File: config.mk
export PLATFORM = sky130hd
export DESIGN_NAME = load_use_interlock
export DESIGN_NICKNAME = d
export VERILOG_FILES = /design/src/rtl/lu_pkg.sv /design/src/rtl/lu_detect.sv /design/src/rtl/lu_stall_fsm.sv /design/src/rtl/lu_front_end.sv /design/src/rtl/lu_idex_stage.sv /design/src/rtl/load_use_interlock.sv
export SDC_FILE = /design/constraint.sdc
export NUM_CORES = 1
export LEC_CHECK = 0
export CAP_MARGIN = 25
export CORE_ASPECT_RATIO = 0.5
export CORE_UTILIZATION = 56
export CTS_CLUSTER_DIAMETER = 100
export DETAILED_ROUTE_END_ITERATION = 6
export DONT_BUFFER_PORTS = 1
export PLACE_DENSITY_LB_ADDON = 0.3
export SLEW_MARGIN = 5
export SYNTH_ARGS = -nofsm -noshare
export SYNTH_HDL_FRONTEND = slang
export SYNTH_SLANG_ARGS = --single-unit
File: constraint.sdc
create_clock -name clk -period 1.8 [get_ports clk]
set_input_delay 0.27 -clock clk [delete_from_list [all_inputs] [get_ports clk]]
set_output_delay 0.27 -clock clk [all_outputs]
set_load 0.02 [all_outputs]
File: src/rtl/lu_pkg.sv
package lu_pkg;

    localparam int IW     = 32;
    localparam int REG_AW = 5;
    localparam int OPC_HI = 31;
    localparam int OPC_LO = 26;
    localparam int RS_HI  = 25;
    localparam int RS_LO  = 21;
    localparam int RT_HI  = 20;
    localparam int RT_LO  = 16;
    localparam int OPC_W  = OPC_HI - OPC_LO + 1;

    localparam logic [OPC_W-1:0] OPC_LOAD  = 6'd35;
    localparam logic [OPC_W-1:0] OPC_STORE = 6'd43;
    localparam logic [OPC_W-1:0] OPC_ALU   = 6'd0;

    typedef enum logic [0:0] {
        ST_RUN    = 1'b0,
        ST_REFILL = 1'b1
    } il_state_t;

    typedef struct packed {
        logic mem_rd;
        logic mem_wr;
        logic reg_wr;
        logic mem_to_reg;
    } ex_ctrl_t;

    function automatic ex_ctrl_t decode_ctrl(input logic [IW-1:0] word);
        ex_ctrl_t c;
        c = '0;
        case (word[OPC_HI:OPC_LO])
            OPC_LOAD: begin
                c.mem_rd     = 1'b1;
                c.reg_wr     = 1'b1;
                c.mem_to_reg = 1'b1;
            end
            OPC_STORE: c.mem_wr = 1'b1;
            OPC_ALU:   c.reg_wr = |word;
            default:   c = '0;
        endcase
        return c;
    endfunction

endpackage

File: src/rtl/lu_detect.sv
module lu_detect
    import lu_pkg::*;
(
    input  logic              idex_mem_rd,
    input  logic [REG_AW-1:0] idex_rt,
    input  logic [REG_AW-1:0] ifid_rs,
    input  logic [REG_AW-1:0] ifid_rt,
    output logic              hazard
);
    localparam int NSRC = 2;

    logic [NSRC-1:0][REG_AW-1:0] src;
    logic [NSRC-1:0]             hit;

    assign src[0] = ifid_rs;
    assign src[1] = ifid_rt;

    for (genvar s = 0; s < NSRC; s++) begin : g_cmp
        assign hit[s] = (src[s] == idex_rt);
    end

    assign hazard = idex_mem_rd && (|hit);

endmodule

File: src/rtl/lu_stall_fsm.sv
module lu_stall_fsm
    import lu_pkg::*;
(
    input  logic clk,
    input  logic rst_n,
    input  logic hazard,
    output logic pc_we,
    output logic ifid_we,
    output logic bubble
);
    il_state_t state_q, state_d;

    always_ff @(posedge clk or negedge rst_n) begin
        if (!rst_n) state_q <= ST_RUN;
        else        state_q <= state_d;
    end

    always_comb begin
        state_d = state_q;
        pc_we   = 1'b1;
        ifid_we = 1'b1;
        bubble  = 1'b0;
        unique case (state_q)
            ST_RUN: begin
                if (hazard) begin
                    state_d = ST_REFILL;
                    pc_we   = 1'b0;
                    ifid_we = 1'b0;
                    bubble  = 1'b1;
                end
            end
            ST_REFILL: begin
                state_d = ST_RUN;
            end
            default: state_d = ST_RUN;
        endcase
    end

    // a bubble in execute clears the load, so no hazard can follow
    assert_no_second_stall_R5: assert property (@(posedge clk) disable iff (!rst_n)
        (state_q == ST_REFILL) |-> !hazard);

    assert_enter_refill_R9: assert property (@(posedge clk) disable iff (!rst_n)
        (hazard && state_q == ST_RUN) |=> (state_q == ST_REFILL));

    assert_leave_refill_R9: assert property (@(posedge clk) disable iff (!rst_n)
        (state_q == ST_REFILL) |=> (state_q == ST_RUN));

endmodule

File: src/rtl/lu_front_end.sv
module lu_front_end
    import lu_pkg::*;
#(
    parameter int PC_W    = 32,
    parameter int PC_STEP = 4
) (
    input  logic            clk,
    input  logic            rst_n,
    input  logic            pc_we,
    input  logic            ifid_we,
    input  logic [IW-1:0]   fetch_word,
    output logic [PC_W-1:0] pc_q,
    output logic [IW-1:0]   ifid_q
);
    localparam logic [PC_W-1:0] STEP_V = PC_W'(PC_STEP);

    always_ff @(posedge clk or negedge rst_n) begin
        if (!rst_n)     pc_q <= '0;
        else if (pc_we) pc_q <= pc_q + STEP_V;
    end

    always_ff @(posedge clk or negedge rst_n) begin
        if (!rst_n)       ifid_q <= '0;
        else if (ifid_we) ifid_q <= fetch_word;
    end

    assert_pc_hold_R3: assert property (@(posedge clk) disable iff (!rst_n)
        !pc_we |=> $stable(pc_q));

    assert_ifid_hold_R3: assert property (@(posedge clk) disable iff (!rst_n)
        !ifid_we |=> $stable(ifid_q));

    assert_pc_step_R6: assert property (@(posedge clk) disable iff (!rst_n)
        pc_we |=> (pc_q == $past(pc_q) + STEP_V));

    assert_ifid_load_R6: assert property (@(posedge clk) disable iff (!rst_n)
        ifid_we |=> (ifid_q == $past(fetch_word)));

endmodule

File: src/rtl/lu_idex_stage.sv
module lu_idex_stage
    import lu_pkg::*;
(
    input  logic              clk,
    input  logic              rst_n,
    input  logic              bubble,
    input  logic [IW-1:0]     ifid_word,
    output ex_ctrl_t          ctrl_q,
    output logic [REG_AW-1:0] rt_q
);
    always_ff @(posedge clk or negedge rst_n) begin
        if (!rst_n) begin
            ctrl_q <= '0;
            rt_q   <= '0;
        end else begin
            ctrl_q <= bubble ? ex_ctrl_t'('0) : decode_ctrl(ifid_word);
            rt_q   <= ifid_word[RT_HI:RT_LO];
        end
    end

    assert_bubble_clears_R4: assert property (@(posedge clk) disable iff (!rst_n)
        bubble |=> (ctrl_q == '0));

    assert_load_decode_R7: assert property (@(posedge clk) disable iff (!rst_n)
        (!bubble && ifid_word[OPC_HI:OPC_LO] == OPC_LOAD) |=> (ctrl_q.mem_rd && !ctrl_q.mem_wr));

    assert_nop_empty_R8: assert property (@(posedge clk) disable iff (!rst_n)
        (ifid_word == '0) |=> (ctrl_q == '0));

endmodule

File: src/rtl/load_use_interlock.sv
module load_use_interlock
    import lu_pkg::*;
#(
    parameter int PC_W    = 32,
    parameter int PC_STEP = 4
) (
    input  logic              clk,
    input  logic              rst_n,
    input  logic [IW-1:0]     fetch_word,
    output logic [PC_W-1:0]   pc_addr,
    output logic              pc_wr_en,
    output logic              ifid_wr_en,
    output logic              ctrl_zero,
    output logic [IW-1:0]     ifid_instr,
    output logic              idex_mem_rd,
    output logic              idex_mem_wr,
    output logic              idex_reg_wr,
    output logic              idex_mem_to_reg,
    output logic [REG_AW-1:0] idex_rt
);
    logic     hazard;
    ex_ctrl_t ex_ctrl;

    lu_front_end #(.PC_W(PC_W), .PC_STEP(PC_STEP)) u_front (
        .clk        (clk),
        .rst_n      (rst_n),
        .pc_we      (pc_wr_en),
        .ifid_we    (ifid_wr_en),
        .fetch_word (fetch_word),
        .pc_q       (pc_addr),
        .ifid_q     (ifid_instr)
    );

    lu_detect u_detect (
        .idex_mem_rd (ex_ctrl.mem_rd),
        .idex_rt     (idex_rt),
        .ifid_rs     (ifid_instr[RS_HI:RS_LO]),
        .ifid_rt     (ifid_instr[RT_HI:RT_LO]),
        .hazard      (hazard)
    );

    lu_stall_fsm u_fsm (
        .clk     (clk),
        .rst_n   (rst_n),
        .hazard  (hazard),
        .pc_we   (pc_wr_en),
        .ifid_we (ifid_wr_en),
        .bubble  (ctrl_zero)
    );

    lu_idex_stage u_idex (
        .clk       (clk),
        .rst_n     (rst_n),
        .bubble    (ctrl_zero),
        .ifid_word (ifid_instr),
        .ctrl_q    (ex_ctrl),
        .rt_q      (idex_rt)
    );

    assign idex_mem_rd     = ex_ctrl.mem_rd;
    assign idex_mem_wr     = ex_ctrl.mem_wr;
    assign idex_reg_wr     = ex_ctrl.reg_wr;
    assign idex_mem_to_reg = ex_ctrl.mem_to_reg;

    assert_single_bubble_R5: assert property (@(posedge clk) disable iff (!rst_n)
        ctrl_zero |=> !ctrl_zero);

    assert_stall_needs_load_R2: assert property (@(posedge clk) disable iff (!rst_n)
        !idex_mem_rd |-> (pc_wr_en && ifid_wr_en && !ctrl_zero));

endmodule

; ---- After elaboration in Yosys (flattened, before gate mapping)
; Cells that the tools add are included.
[word_totals]
regBits = 74
in_bits = 34
output_inout_bits = 76
elab_cells = 27
[classes]
add_sub_neg = 1
n_eq_ne = 4
n_mux = 9
n_bitwise = 1
reduce_logical = 4
[ops]
columns = operator, count
row1 = "adder 32 x 3 -> 32 bit, second input constant", 1
row2 = OR reduction 32 bit, 1
row3 = "equality test 6 bit, second input constant", 2
row4 = equality test 5 bit, 2
row5 = logical NOT 6 bit, 1
row6 = 2-to-1 mux 1 bit, 6
row7 = 2-to-1 mux 4 bit, 1
row8 = case mux 1 bit (2 select lines), 2
row9 = OR reduction 2 bit, 1
row10 = logical AND 1 bit, 1
row11 = inverter 1 bit, 1

; ---- Logic depth before layout (Yosys ltp)
[depth]
word_depth = 6
depth_mapped = 7
ltp_nobuf = 6

; ---- Modules after synthesis
; Synthesis repeated with hierarchy kept, for this count alone.
[hier_totals]
hier_cells = 228
area_unflattened_um2 = 3072.9
[modules_own_cells]
columns = mod, instances, cells_per_inst, area_each_um2, seq_area_each_um2
row1 = lu_front_end, 1, 184, 2581.2, 1551.5
row2 = lu_idex_stage, 1, 25, 332.8, 200.2
row3 = lu_detect, 1, 15, 113.9, 0.0
row4 = lu_stall_fsm, 1, 4, 45.0, 25.0

; ---- Least setup slack after synthesis
; OpenSTA, ideal clock, no wires.
[synth_timing]
path_kind = reg-to-reg
from = register u_idex.rt_q[1]
to = register u_front.ifid_q[0]
arrival_ns = 1.724
setup_slack_ns = -0.049
stages_incl_launch_ff = 8
path_buffers = 2
cell_sequence = dfrtp_1 -> xnor2_1 -> nand4_1 -> o22ai_2 -> inv_2 -> buf_6 -> buf_6 -> mux2_4
[synth_between]
elab_chain_len = 5
elab_cells_between_ends = 6
[synth_lines]
columns = item, line
row1 = "start, declared", lu_idex_stage.sv:9  ; output logic [REG_AW-1:0] rt_q
row2 = "start signal, assigned", lu_idex_stage.sv:17  ; rt_q <= ifid_word[RT_HI:RT_LO];
row3 = equality test 5 bit, lu_detect.sv:19  ; assign hit[s] = (src[s] == idex_rt);
row4 = OR reduction 2 bit *, lu_detect.sv:22  ; assign hazard = idex_mem_rd && (|hit);
row5 = logical AND 1 bit *, lu_detect.sv:22
row6 = 2-to-1 mux 1 bit *, lu_stall_fsm.sv:25  ; if (hazard) begin
row7 = 2-to-1 mux 1 bit *, lu_stall_fsm.sv:23  ; unique case (state_q)
row8 = "end signal, assigned", lu_front_end.sv:24  ; else if (ifid_we) ifid_q <= fetch_word;
row9 = "end, declared", lu_front_end.sv:13  ; output logic [IW-1:0] ifid_q
; Every way passes the cells marked *; elsewhere a longest branch is shown, timed or not.
; A chain may end at the register's enable or synchronous reset.

; ---- Worst setup path after layout
[layout_timing]
from = register u_idex.rt_q[4]
to = output pc_wr_en
[layout_between]
elab_chain_len = 5
elab_cells_between_ends = 6
[layout_lines]
columns = item, line
row1 = equality test 5 bit, lu_detect.sv:19
row2 = OR reduction 2 bit *, lu_detect.sv:22
row3 = logical AND 1 bit *, lu_detect.sv:22
row4 = 2-to-1 mux 1 bit *, lu_stall_fsm.sv:25
row5 = 2-to-1 mux 1 bit *, lu_stall_fsm.sv:23
row6 = "end, declared", load_use_interlock.sv:11  ; output logic pc_wr_en,
; Marks and branches as above.

==> results_dict.tcl <==
set metrics [dict create \
    syn_area_um2 3120 \
    clock_latency_ns 0.34 \
    start_util 0.608 \
    p_clk_frac 0.330 \
    switching_power_mw 1.22 \
    hpwl_mm 4.70 \
    grt_pass1_vias 2078 \
    ys_seq_area_frac 0.569 \
    fin_ws_ns -0.128 \
    powerDensity_nw_per_um2 974 \
    num-fill-cells 332 \
    routed_wl_mm 7.38 \
    crit_path_cell_trace "xnor2_1 -> nand4_1 -> o22ai_4 -> inv_2 -> buf_12 -> buf_6" \
    synthTopCellsByArea "dfrtp_1 (57%), mux2_2 (8.3%), xor2_1 (6.7%), mux2_4 (4.8%), xnor2_1 (4.2%)" \
    fin_crit_sh 1.07 \
    min_period_ns 1.93 \
    rsz0062_at_grt "yes" \
    async_flop_share 1.00 \
    io_pins 110 \
    die_area_um2 5900 \
    ys_types 31 \
    worstPathArrival_ns 1.66 \
    htree_levels 3 \
    hp-class "primary input to async pin" \
    ctsLongestPathBuffers 2 \
    slowest_delay_ns 0.43 \
    drive_gt1_frac 0.397 \
    ir_drop_uv 747 \
    grt_max_degree 72 \
    startpoint_type "flip-flop" \
    core_area_um2 5130 \
    clock_skew_ns 0.0137 \
    end_kind "output port" \
    syn_inst 245 \
    rows 18 \
    hold_ws_ns -0.377 \
    vias_per_cell 5.79 \
    antenna_found_initial 0 \
    cpMaxStageDelayCell "dfrtp_1" \
    finalWeightedCongestion 0.816 \
    ys_seq_elements 71 \
    final-seq-area_um2 1780 \
    power_frac_seq 0.485 \
    syn_to_final_growth_pct 26.5 \
    finalMaxSlewViolations 0 \
    multiInputGateArea_um2 1380 \
    hold_viol 71 \
    max_freq_ghz 0.519 \
    track_usage 0.252 \
    synth-main-ff-cell "dfrtp_1" \
    path_clk_slew_ns 0.07 \
    internal_power_mw 2.63 \
    synth_top_cells_by_count "dfrtp_1 (71), xor2_1 (24), mux2_2 (23)" \
    overflow 0 \
    synth.most_common_cell "dfrtp_1" \
    io_buffers 0 \
    fin_setup_tns_ns -0.936 \
    pwr-share-comb 0.185 \
    via_count 2155 \
    drcViolationCount 0 \
    p_leak_nw 1.90 \
    layout.nets 332 \
    synth_top_area_frac 0.569 \
    die_h_um 54.8 \
    yosysTopAreaCell "dfrtp_1" \
    wl_per_cell_um 19.8 \
    rr_worst_depth 8 \
    drt_iter0_drc 133 \
    yosysWarnings 0 \
    diodes 0 \
    synth.avg_cell_area_um2 12.7 \
    die_w_um 108 \
    sw_frac_of_total 0.317 \
    grt_pass1_wl_mm 10.6 \
    setup_violations 19 \
    outcome "complete, but fails checks" \
    drv_cap 0 \
    postRouteAntennaNets 0 \
    cts_sinks 71 \
    preCtsSetupSlack_ns 0.0786 \
    cts_made_buffers 9 \
    firstDrtPassIters 4 \
    required_ns 1.53 \
    tritoncts "built" \
    cts-root-buf "clkbuf_8" \
    synth_enable_flop_cells 0 \
    violations "negative hold slack, negative setup slack" \
    criticalPathCategory "flip-flop to output port" \
    power.total_mw 3.85 \
    crit_fanout 3 \
]
## path summary, 6_finish.rpt
| path | endpoint | slack, ns | startpoint |
|---|---|---|---|
| setup reg to reg | u_front.pc_q[9] | -0.06 | u_idex.rt_q[4] |
| max in group asynchronous | u_front.pc_q[9] | 2.05 | rst_n |
| setup / recovery | pc_wr_en | -0.13 | u_idex.rt_q[4] |
| hold reg to reg | u_idex.rt_q[3] | 0.58 | u_front.ifid_q[19] |
| min in group clk | u_front.ifid_q[29] | 0.07 | fetch_word[29] |
| hold / removal | u_front.ifid_q[17] | -0.38 | rst_n |
## layout make-up
class	instances	share of cell area
Clock inverter	7	0.0184
Tap cell	70	0.0222
Sequential cell	71	0.450
Clock buffer	9	0.0314
Inverter	3	0.00285
Multi-Input combinational cell	159	0.349
Timing Repair Buffer	53	0.125
## state kept, by name, summed over array words and instances, names as in the netlist
register,flops
u_front.ifid_q,32
u_idex.ctrl_q,3
u_idex.rt_q,5
u_front.pc_q,30
u_fsm.state_q,1
## per-stage QoR
stage,util,area (um^2),cells
2_1_floorplan,-,3130,246
3_3_place_gp,0.682,3500,348
3_5_place_dp,0.682,3500,348
4_1_cts,0.741,3800,371
5_1_grt,0.769,3950,372
6_report,0.769,3950,372
## power by group through the flow
stage | Clock, mW | Combinational [mW] | Sequential [mW]
after detailed placement | 0 | 0.655 | 1.89
after floorplan | 0 | 0.282 | 2.02
final | 1.27 | 0.711 | 1.87
after CTS | 1.28 | 0.665 | 1.86
after global routing | 1.34 | 0.756 | 1.88
after global placement | 0 | 0.635 | 1.88
## cell usage in the layout (no fill, tap or decap), drive strengths merged
master     n
nor2       7
or3        2
mux2      33
buf       52
a21oi      1
xor2      24
and2       1
nor3b      2
inv        4
or2        1
nand3      7
conb       2
ha         1
nor4      16
nand4      9
or4        1
and3       5
nor3      11
nor2b      1
nand4bb    1
o21ai      1
clkinvlp   2
clkbuf    10
dfrtp     71
bufinv     1
xnor2     15
o22ai      1
nand2     15
clkinv     3
and4       2
## per-layer routing
layer	vias to the layer above	wire [um]	GRT usage
li1	975	-	-
met1	1089	3100	0.308
met2	79	3670	0.425
met3	12	522	0.0917
met4	0	91	0.0868
met5	-	0	0
## critical path, delay by kind of cell, from the launching register on
kind / cells / cell delay [ns]
and+or+nand+nor: 1 / 0.19
DFF: 1 / 0.43
xor gates and xnor gates: 1 / 0.19
buffers and inverters: 3 / 0.32
AOI/OAI and AO/OA: 1 / 0.19
## what timing repair did
item | in CTS | in global routing
setup endpoints to repair | 3 | 49
buffers inserted | 5 | 1
cloned | 2 | 1
pin swaps | 5 | 10
resized for setup | 6 | 20
endpoints found under the hold margin | 71 | 71
## kinds of logic (layout without fill, tap and decap cells)
kind of cell               after synthesis  in the layout  share of synthesized area
xor gates and xnor gates                39             39                      0.109
AOI/OAI and AO/OA                        3              3                    0.00721
DFF                                     71             71                      0.569
adders and majority gates                1              1                    0.00401
other                                    1              2                    0.00120
buffers and inverters                   16             72                     0.0309
muxes                                   33             33                      0.131
and+or+nand+nor                         81             81                      0.147
Note: power is estimated with default switching activity, not from simulation.
